`src/rtl/qdac_pkg.sv`:
```
package qdac_pkg;
  localparam int FRAME_W = 24;
  localparam int WORD_W  = 16;

  // function groups, address bits 6:3
  localparam logic [3:0] GRP_SPECIAL = 4'd0;
  localparam logic [3:0] GRP_CODE    = 4'd2;
  localparam logic [3:0] GRP_COARSE  = 4'd3;
  localparam logic [3:0] GRP_FINE    = 4'd4;
  localparam logic [3:0] GRP_OFFSET  = 4'd5;

  // special commands, channel field of group 0
  localparam logic [2:0] SP_NOP    = 3'd0;
  localparam logic [2:0] SP_CONFIG = 3'd1;
  localparam logic [2:0] SP_CLEAR  = 3'd4;
  localparam logic [2:0] SP_LOAD   = 3'd5;

  localparam logic [WORD_W-1:0] MIDSCALE = 16'h8000;

  typedef struct packed {
    logic              rd;
    logic [3:0]        grp;
    logic [2:0]        ch;
    logic [WORD_W-1:0] data;
  } qdac_frame_t;
endpackage

```
`src/rtl/qdac_sync.sv`:
```
module qdac_sync #(
  parameter int             WIDTH   = 3,
  parameter int             STAGES  = 2,
  parameter logic [WIDTH-1:0] RST_VAL = '0
) (
  input  logic             clk,
  input  logic             rst_n,
  input  logic [WIDTH-1:0] din,
  output logic [WIDTH-1:0] dout
);
  logic [WIDTH-1:0] stage_q [STAGES];

  always_ff @(posedge clk or negedge rst_n) begin
    if (!rst_n) begin
      for (int s = 0; s < STAGES; s++) stage_q[s] <= RST_VAL;
    end else begin
      stage_q[0] <= din;
      for (int s = 1; s < STAGES; s++) stage_q[s] <= stage_q[s-1];
    end
  end

  assign dout = stage_q[STAGES-1];
endmodule

```
`src/rtl/qdac_spi_frontend.sv`:
```
module qdac_spi_frontend
  import qdac_pkg::*;
(
  input  logic              clk,
  input  logic              rst_n,
  input  logic              sclk_s,
  input  logic              cs_n_s,
  input  logic              mosi_s,
  input  logic [WORD_W-1:0] tx_word,
  output logic              frame_vld,
  output qdac_frame_t       frame,
  output logic              miso
);
  localparam int CNT_W = $clog2(FRAME_W + 2);
  localparam logic [CNT_W-1:0] CNT_MAX  = '1;
  localparam logic [CNT_W-1:0] CNT_FULL = CNT_W'(FRAME_W);

  logic                sclk_d, cs_d;
  logic [CNT_W-1:0]    bit_cnt;
  logic [FRAME_W-1:0]  rx_sh, tx_sh;
  logic                miso_q;
  logic                sclk_fall, sclk_rise, cs_start, cs_end;

  assign sclk_fall = sclk_d & ~sclk_s;
  assign sclk_rise = ~sclk_d & sclk_s;
  assign cs_start  = cs_d & ~cs_n_s;
  assign cs_end    = ~cs_d & cs_n_s;

  always_ff @(posedge clk or negedge rst_n) begin
    if (!rst_n) begin
      sclk_d    <= 1'b0;
      cs_d      <= 1'b1;
      bit_cnt   <= '0;
      rx_sh     <= '0;
      tx_sh     <= '0;
      miso_q    <= 1'b0;
      frame_vld <= 1'b0;
      frame     <= '0;
    end else begin
      sclk_d    <= sclk_s;
      cs_d      <= cs_n_s;
      frame_vld <= cs_end && (bit_cnt == CNT_FULL);
      if (cs_end) frame <= qdac_frame_t'(rx_sh);

      if (cs_start) begin
        bit_cnt <= '0;
        tx_sh   <= {{(FRAME_W-WORD_W){1'b0}}, tx_word};
        miso_q  <= 1'b0;
      end else if (!cs_n_s) begin
        if (sclk_fall) begin
          rx_sh <= {rx_sh[FRAME_W-2:0], mosi_s};
          if (bit_cnt != CNT_MAX) bit_cnt <= bit_cnt + 1'b1;
        end
        if (sclk_rise) begin
          miso_q <= tx_sh[FRAME_W-1];
          tx_sh  <= {tx_sh[FRAME_W-2:0], 1'b0};
        end
      end else begin
        miso_q <= 1'b0;
      end
    end
  end

  assign miso = miso_q;
endmodule

```
`src/rtl/qdac_regfile.sv`:
```
module qdac_regfile
  import qdac_pkg::*;
#(
  parameter int NUM_CH = 4,
  parameter int RES    = 16
) (
  input  logic                  clk,
  input  logic                  rst_n,
  input  logic                  frame_vld,
  input  qdac_frame_t           frame,
  output logic [WORD_W-1:0]     rd_word,
  output logic [NUM_CH*RES-1:0] dac_code,
  output logic [NUM_CH-1:0]     dac_update
);
  localparam int CHW = (NUM_CH > 1) ? $clog2(NUM_CH) : 1;
  localparam int PAD = WORD_W - RES;
  localparam logic [WORD_W-1:0] CODE_MASK = ~((16'h1 << PAD) - 16'h1);

  logic wr_en, ch_ok, do_clear, do_load;
  logic [WORD_W-1:0] code_rb   [NUM_CH];
  logic [WORD_W-1:0] coarse_rb [NUM_CH];
  logic [WORD_W-1:0] fine_rb   [NUM_CH];
  logic [WORD_W-1:0] offset_rb [NUM_CH];
  logic [WORD_W-1:0] cfg_q, rd_val, rd_word_q;

  assign wr_en    = frame_vld & ~frame.rd;
  assign ch_ok    = int'(frame.ch) < NUM_CH;
  assign do_clear = wr_en && frame.grp == GRP_SPECIAL && frame.ch == SP_CLEAR;
  assign do_load  = wr_en && frame.grp == GRP_SPECIAL && frame.ch == SP_LOAD;

  for (genvar c = 0; c < NUM_CH; c++) begin : g_ch
    logic              hit;
    logic [WORD_W-1:0] code_q;
    logic [1:0]        coarse_q;
    logic [5:0]        fine_q;
    logic [7:0]        offset_q;
    logic [RES-1:0]    out_q;
    logic              upd_q;

    assign hit = wr_en && ch_ok && (int'(frame.ch) == c);

    always_ff @(posedge clk or negedge rst_n) begin
      if (!rst_n) begin
        code_q   <= MIDSCALE;
        coarse_q <= '0;
        fine_q   <= '0;
        offset_q <= '0;
        out_q    <= MIDSCALE[WORD_W-1 -: RES];
        upd_q    <= 1'b0;
      end else begin
        upd_q <= do_load;
        if (do_load) out_q <= code_q[WORD_W-1 -: RES];
        if (do_clear) code_q <= MIDSCALE;
        else if (hit && frame.grp == GRP_CODE) code_q <= frame.data & CODE_MASK;
        if (hit && frame.grp == GRP_COARSE) coarse_q <= frame.data[1:0];
        if (hit && frame.grp == GRP_FINE)   fine_q   <= frame.data[5:0];
        if (hit && frame.grp == GRP_OFFSET) offset_q <= frame.data[7:0];
      end
    end

    assign code_rb[c]   = code_q;
    assign coarse_rb[c] = {14'd0, coarse_q};
    assign fine_rb[c]   = {10'd0, fine_q};
    assign offset_rb[c] = {8'd0, offset_q};
    assign dac_code[c*RES +: RES] = out_q;
    assign dac_update[c] = upd_q;
  end

  always_comb begin
    rd_val = '0;
    case (frame.grp)
      GRP_SPECIAL: if (frame.ch == SP_CONFIG) rd_val = cfg_q;
      GRP_CODE:    if (ch_ok) rd_val = code_rb[frame.ch[CHW-1:0]];
      GRP_COARSE:  if (ch_ok) rd_val = coarse_rb[frame.ch[CHW-1:0]];
      GRP_FINE:    if (ch_ok) rd_val = fine_rb[frame.ch[CHW-1:0]];
      GRP_OFFSET:  if (ch_ok) rd_val = offset_rb[frame.ch[CHW-1:0]];
      default:     rd_val = '0;
    endcase
  end

  always_ff @(posedge clk or negedge rst_n) begin
    if (!rst_n) begin
      cfg_q     <= '0;
      rd_word_q <= '0;
    end else if (frame_vld) begin
      rd_word_q <= frame.rd ? rd_val : '0;
      if (wr_en && frame.grp == GRP_SPECIAL && frame.ch == SP_CONFIG) cfg_q <= frame.data;
    end
  end

  assign rd_word = rd_word_q;
endmodule

```
`src/rtl/quad_dac_spi_regs.sv`:
```
module quad_dac_spi_regs
  import qdac_pkg::*;
#(
  parameter int NUM_CH      = 4,
  parameter int RES         = 16,
  parameter int SYNC_STAGES = 2
) (
  input  logic                  clk,
  input  logic                  rst_n,
  input  logic                  sclk,
  input  logic                  cs_n,
  input  logic                  mosi,
  output logic                  miso,
  output logic [NUM_CH*RES-1:0] dac_code,
  output logic [NUM_CH-1:0]     dac_update
);
  logic [2:0]        pins_s;
  logic              sclk_s, cs_n_s, mosi_s;
  logic              frame_vld;
  qdac_frame_t       frame;
  logic              frame_rd;
  logic [6:0]        frame_addr;
  logic [WORD_W-1:0] rd_word;

  qdac_sync #(.WIDTH(3), .STAGES(SYNC_STAGES), .RST_VAL(3'b010)) u_sync (
    .clk(clk), .rst_n(rst_n), .din({mosi, cs_n, sclk}), .dout(pins_s)
  );
  assign sclk_s = pins_s[0];
  assign cs_n_s = pins_s[1];
  assign mosi_s = pins_s[2];

  qdac_spi_frontend u_front (
    .clk(clk), .rst_n(rst_n), .sclk_s(sclk_s), .cs_n_s(cs_n_s), .mosi_s(mosi_s),
    .tx_word(rd_word), .frame_vld(frame_vld), .frame(frame), .miso(miso)
  );

  qdac_regfile #(.NUM_CH(NUM_CH), .RES(RES)) u_regs (
    .clk(clk), .rst_n(rst_n), .frame_vld(frame_vld), .frame(frame),
    .rd_word(rd_word), .dac_code(dac_code), .dac_update(dac_update)
  );

  assign frame_rd   = frame.rd;
  assign frame_addr = {frame.grp, frame.ch};
endmodule

```
`config.mk`:
```
export PLATFORM = sky130hd
export DESIGN_NAME = quad_dac_spi_regs
export DESIGN_NICKNAME = d
export VERILOG_FILES = /design/src/rtl/qdac_pkg.sv /design/src/rtl/qdac_sync.sv /design/src/rtl/qdac_spi_frontend.sv /design/src/rtl/qdac_regfile.sv /design/src/rtl/quad_dac_spi_regs.sv
export SDC_FILE = /design/constraint.sdc
export NUM_CORES = 1
export LEC_CHECK = 0
export BUFFER_PORTS_ARGS = -buffer_cell sky130_fd_sc_hd__buf_2
export CAP_MARGIN = 20
export CORE_MARGIN = 5
export CORE_UTILIZATION = 55
export CTS_CLUSTER_DIAMETER = 150
export DETAILED_ROUTE_END_ITERATION = 6
export PLACE_DENSITY_LB_ADDON = 0.15
export SLEW_MARGIN = 20
export SYNTH_ARGS = -nofsm -noshare
export SYNTH_HDL_FRONTEND = slang
export SYNTH_SLANG_ARGS = --single-unit
```
`constraint.sdc`:
```
create_clock -name clk -period 2 [get_ports clk]
set_input_delay 0.6 -clock clk [delete_from_list [all_inputs] [get_ports clk]]
set_output_delay 0.6 -clock clk [all_outputs]
set_load 0.02 [all_outputs]
```
Word-level counts from Yosys, hierarchy flattened:

Cells that the tools add are included.

* register bits after elaboration: 312
* input bits: 5
* output and inout port bits: 69
* logic and storage cells: 141

* add/sub/neg operators: 1
* $lt $le $gt $ge: 2
* equality and inequality tests: 13
* muxes and demuxes: 37
* bitwise logic cells: 12
* reductions and logical operators: 40

Operators with widths (number)
* $mux W16: 22
* $bmux W16 S2: 4
* $pmux W16 S5: 1
* $mux W24: 3
* $logic_and A1 B1 Y1: 26
* $mux W5: 4
* $reduce_bool A2 Y1: 7
* $eq A3 B3 Y1 const B: 4
* $eq A4 B2 Y1 const B: 2
* $eq A4 B3 Y1 const B: 2
* $not A1 Y1: 6
* $reduce_and A3 Y1: 2
* $add A5 B1 Y5 const B: 1
* $and A1 B1 Y1: 5
* $eq A5 B5 Y1 const B: 1
* $ne A5 B5 Y1 const B: 1
* $logic_not A4 Y1: 1
* $reduce_and A2 Y1: 2
* $eq A3 B1 Y1 const B: 1
* $eq A3 B2 Y1 const B: 1
* $ge A3 B3 Y1 const B: 1
* $logic_not A3 Y1: 1
* $lt A3 B3 Y1 const B: 1
* $mux W1: 3
* 3 further kinds: 3

Logic depth before layout (Yosys ltp):

* word-level depth: 7
* gate-level depth with buffers: 7
* depth with buffers taken out: 7

Hierarchy:

Synthesis repeated with hierarchy kept, for this count alone.

* cells, all modules: 950
* area, all modules: 13695.6 µm²

Modules (own cells, without submodules)
* qdac_regfile: times used 1, cells an instance 729, area an instance 10122.2 µm², seq. area each 5640.4 µm²
* qdac_spi_frontend: times used 1, cells an instance 212, area an instance 3398.3 µm², seq. area each 2028.2 µm²
* qdac_sync: times used 1, cells an instance 9, area an instance 175.2 µm², seq. area each 152.6 µm²

Worst setup path before layout:

OpenSTA, ideal clock, no wires.

* kind: register to register
* start point: reg u_front.bit_cnt[0]
* end point: reg u_front.bit_cnt[3]
* arrival time: 1.782 ns
* data required time: 1.864 ns
* setup slack: 0.082 ns
* stages on the path, launching flop included: 8
* buffers on the path: 0
* period minus slack after synthesis: 1.918 ns
* cell sequence: dfrtp_1 ha_1 and3_1 ha_1 nor4b_2 nand4_1 xor2_1 nor2_1

* cells in the longest elaborated chain, start to end: 5
* elaborated cells between the ends (all ways): 8
* those cells by class: add/sub: 1; eq/ne: 1; mux: 4; reduce/logical: 2

Ends and longest elaborated chain
* start: declaration: line qdac_spi_frontend.sv:19 `logic [CNT_W-1:0] bit_cnt;`
* start signal: assignment: line qdac_spi_frontend.sv:52 `if (bit_cnt != CNT_MAX) bit_cnt <= bit_cnt + 1'b1;`
* $add A5 B1 Y5: line qdac_spi_frontend.sv:52
* $mux W5: line qdac_spi_frontend.sv:52
* $mux W5: line qdac_spi_frontend.sv:50 `if (sclk_fall) begin`
* $mux W5: line qdac_spi_frontend.sv:49 `end else if (!cs_n_s) begin`
* $mux W5: line qdac_spi_frontend.sv:45 `if (cs_start) begin`

Parallel ways exist; a longest one is shown, timed or not. The select of a mux whose other input is x is not followed.
A chain may end at the register's enable or synchronous reset.

Worst setup path in the final report:

* start point: reg, netlist name u_front.frame[16]
* end point: reg u_regs.rd_word_q[0] (netlist: u_regs.rd_word[0])

* cells in the longest elaborated chain, start to end: 7
* elaborated cells between the ends (all ways): 22
* those cells by class: order compare: 1; eq/ne: 1; mux: 19; bitwise: 1

Ends and longest elaborated chain
* $not A2 Y3 (not written as such)
* $bmux W16 S2 (on tied branches)
* $mux W16 (on tied branches) (3 in a row)
* $pmux W16 S5 *: line qdac_regfile.sv:71 `case (frame.grp)`
* $mux W16 *: line qdac_regfile.sv:86 `rd_word_q <= frame.rd ? rd_val : '0;`
* end signal: assignment: line qdac_regfile.sv:86
* end: declaration: line qdac_regfile.sv:24 `logic [WORD_W-1:0] cfg_q, rd_val, rd_word_q;`

Mark *: on every way between the ends. The rest lies on a longest branch, timed or not. The select of a mux whose other input is x is not followed.

==> results by group <==
Floorplanning
  – Core area: 24110 µm²
  – Die Span Y: roughly 170 µm
  – Top-level I/O count: 74
  – # rows: between 50 and 60
  – Die area: 27550 µm²
  – Die width: roughly 170 µm
  – Initial core utilization: 55.51%

STA
  – RSZ-0062 raised after global routing: true
  – Worst Clk Skew: about 0.0084 ns
  – WHS: -0.003581 ns
  – Post-layout min period: between 1.5 and 2 ns
  – Final worst setup slack: roughly 0.069 ns
  – Setup violators final: 0
  – Final period utilization: between 90% and 100%
  – Fmax: 517.8 MHz
  – Worst-Margin Slew: between 0.9 and 1 ns
  – Final Hold Fails: 3
  – Max transition margin: between 30% and 40%
  – Slew Viols, Final: 0

Yosys
  – Post-synthesis mux area share: around 25%
  – Gate Count Post-Synth: just under 1000
  – Synth Area in Simple Gates: roughly 7.0%
  – Main combinational cell family by area after synthesis: multiplexers
  – Yosys reg bits: ~310
  – Synth Area in Adders: less than 1%
  – Asr flop ratio synth: between 90% and 100%
  – Yosys warns: 0
  – Post-synthesis sequential area ratio: a little under 60%
  – Post-synth top flop: dfrtp_1
  – Compound-Gate Fraction of Synth Area: under 10%
  – EDFF count, synth: 0
  – Unique masters post-synth: between 40 and 50
  – Syn avg cell area: 13.92 µm²
  – Syn Std Cell Area: roughly 13000 µm²
  – Syn_nets: between 900 and 1000
  – Synth Area in XOR/XNOR: 0.1964%

Clock tree
  – Root buffer selected by CTS: clkbuf_16
  – Max H-tree Level: 2
  – Worst skew pair latency: 0.50 ns
  – Clk buf depth: 3
  – CTS Buf Count: 34
  – Clock tree sinks: between 300 and 400
  – CTS clock-pin slew for the worst setup and hold paths: ~0.060 ns
  – CTS tree: done

Setup path
  – CP max-delay cell: mux4_2
  – CP Capture Type: flip-flop
  – Critical Path Source Type: flip-flop
  – Top delay family on crit path: compound AO/OA/AOI/OAI gates
  – WS Path Type: reg2reg
  – CP Cell Sequence: buf_12 -> mux4_2 -> a22oi_1 -> a21oi_1 -> a221o_1
  – CP peak stage delay: just over 0.5 ns
  – CP required: between 2 and 2.5 ns
  – Worst Path Arrival: 2.31 ns
  – Crit path buffers/inverters: 1
  – Critical path fanouts, max: 14

Route
  – WL/cell: 20.53 µm
  – Via-to-Cell Ratio: about 5.8
  – First-pass iteration count of the detailed router: 5
  – DRC violations left: 0
  – Post-route antenna net violation count: 0
  – Drt total wl: roughly 29 mm
  – Initial DRC Count: approximately 520
  – Via count: about 8000

Status
  – Failing checks: hold timing
  – Status: complete, but fails checks

GRT
  – Vias in the first global route: a little under 9000
  – Total grt overflow: 0
  – M2 GR Usage: 36.93%
  – Pin count of the biggest net entering global routing: between 50 and 60
  – GRT Max-Usage Layer: met2
  – First-pass GRT wire length: around 48 mm
  – Met1 Usage GRT: about 29%
  – Tot GR Track Use: a little over a fifth
  – Met3 usage: approximately 3.4%
  – Initial antenna violation count: 0

Cells and area
  – Fin util: between 60% and 70%
  – Fill cells: between 1500 and 2000
  – FF/Latch Area: 7823 µm²
  – Final net count: 1062
  – Diode count: 0
  – P&R area growth vs syn: 15.81%
  – Layout cells sized above 1: approximately 40%
  – Area occupied by multi-input gates: between 5000 and 6000 µm²

Place
  – Pre-CTS WS: about 0.028 ns
  – Routability cong.: 0.8016
  – IO buf count: 73
  – Dpl hpwl: 18.77 mm

Worst hold path
  – HP Class: in2async

Power
  – IR drop worst, VDD: 671.2 µV
  – Lkg Pwr: ~7.6 nW
  – P per Cell Area: between 800 and 900 nW/µm²
  – Total power: around 13 mW

Job
  – MaxCap Viol Count: 0
[what timing repair did]
action                                  CTS  global route
hold buffers                              0             0
buffers inserted                          0             1
endpoints found under the hold margin     0             0
endpoints found under the setup margin    0            13
resized for setup                         0             5
[registers in the layout, indices dropped and copies added, names as in the netlist]
name,flops
u_front.tx_sh,24
u_front.frame_vld,1
u_front.bit_cnt,5
u_front.miso,1
u_regs.g_ch.out_q,64
u_sync.dout,3
u_front.sclk_d,1
u_sync.stage_q,3
u_front.rx_sh,24
u_front.frame,24
u_regs.g_ch.fine_q,24
u_regs.g_ch.coarse_q,8
u_regs.cfg_q,16
u_regs.g_ch.offset_q,32
u_regs.rd_word,16
u_regs.g_ch.code_q,64
u_front.cs_d,1
u_regs.g_ch.upd_q,1
[synth_stat cells (all sizes together) (3+ instances only)]
master,number,share of area (%)
a22o,11,0.72
a32oi,4,0.26
nor2,27,0.79
a21o,5,0.28
mux2i,32,2.4
o2bb2ai,9,0.59
clkbuf,29,0.81
mux4,32,5.4
nor4b,4,0.58
o21ai,14,0.52
and2,3,0.16
dfstp,11,2.2
a22oi,16,0.90
and3,3,0.14
a21oi,54,2.0
nand2,76,2.2
nor3b,4,0.26
dfrtp,301,56
buf,44,2.0
mux2,192,18
inv,11,0.31
ha,3,0.28
nand3,55,2.1
[final cells by class]
| cell class | instances | share of cell area [%] |
|---|---|---|
| tap | 324 | 2.616 |
| sequential | 312 | 50.48 |
| clock inverter | 3 | 0.09689 |
| multi-input combinational | 565 | 33.39 |
| inverter | 11 | 0.2665 |
| timing repair buffer | 130 | 6.443 |
| clock buffer | 54 | 6.710 |
[metal layers]
metal	part of all wire, %	vias to the layer above
li1	-	3643
met1	43	4177
met5	0	-
met4	1.5	0
met3	4.3	43
met2	51	185
[cell usage in the layout, fill, tap and decap left out, types with 5 or more instances in the layout]
master	count
dfrtp_1	300
mux2_2	143
nand2_1	73
buf_2	72
nand3_1	55
a21oi_1	54
mux2_4	49
buf_4	40
clkbuf_16	37
mux4_2	32
mux2i_1	32
nor2_1	24
buf_12	15
a22oi_1	14
o21ai_0	14
clkbuf_1	12
inv_1	11
a22o_1	11
dfstp_2	11
o2bb2ai_1	9
a21o_1	5
clkbuf_8	5
[worst paths after layout]
kind | cells after the start | slack (ns) | from | to
max in group asynchronous | 2 | 1.33 | rst_n | u_regs.g_ch[1].out_q[15]$_DFFE_PN1P_
worst max register to register | 5 | 0.07 | u_front.frame[16]$_DFFE_PN0P_ | u_regs.rd_word[0]$_DFFE_PN0P_
worst min-delay path | 1 | -0.004 | rst_n | u_front.tx_sh[21]$_DFFE_PN0P_
min in group clk | 1 | 0.20 | cs_n | u_sync.stage_q[4]$_DFF_PN1_
worst max-delay path | 5 | 0.07 | u_front.frame[16]$_DFFE_PN0P_ | u_regs.rd_word[0]$_DFFE_PN0P_
worst min register to register | 0 | 0.34 | u_sync.stage_q[3]$_DFF_PN0_ | u_sync.dout[0]$_DFF_PN0_
[cell families after synthesis]
group / Yosys count
buffers and inverters: 84
adder cells (fa/ha/maj): 3
XOR/XNOR: 3
flip-flops: 312
AO/OA/AOI/OAI: 118
AND/OR/NAND/NOR: 185
multiplexers: 256
[report_power, final]
group / internal, mW / switching (mW)
Sequential: 6.40 / 0.250
Clock: 3.55 / 2.38
Combinational: 0.139 / 0.196
[stage by stage]
| stage | area (µm²) | TNS [ns] | cells |
|---|---|---|---|
| after floorplan | 13380 | 0 | 961 |
| after global placement | 14410 | 0 | 1341 |
| final | 15500 | 0 | 1399 |
| after global routing | 15500 | -0.001776 | 1399 |
| after detailed placement | 14410 | 0 | 1341 |
| after CTS | 15470 | 0 | 1398 |
Note: power is estimated with default switching activity, not from simulation.
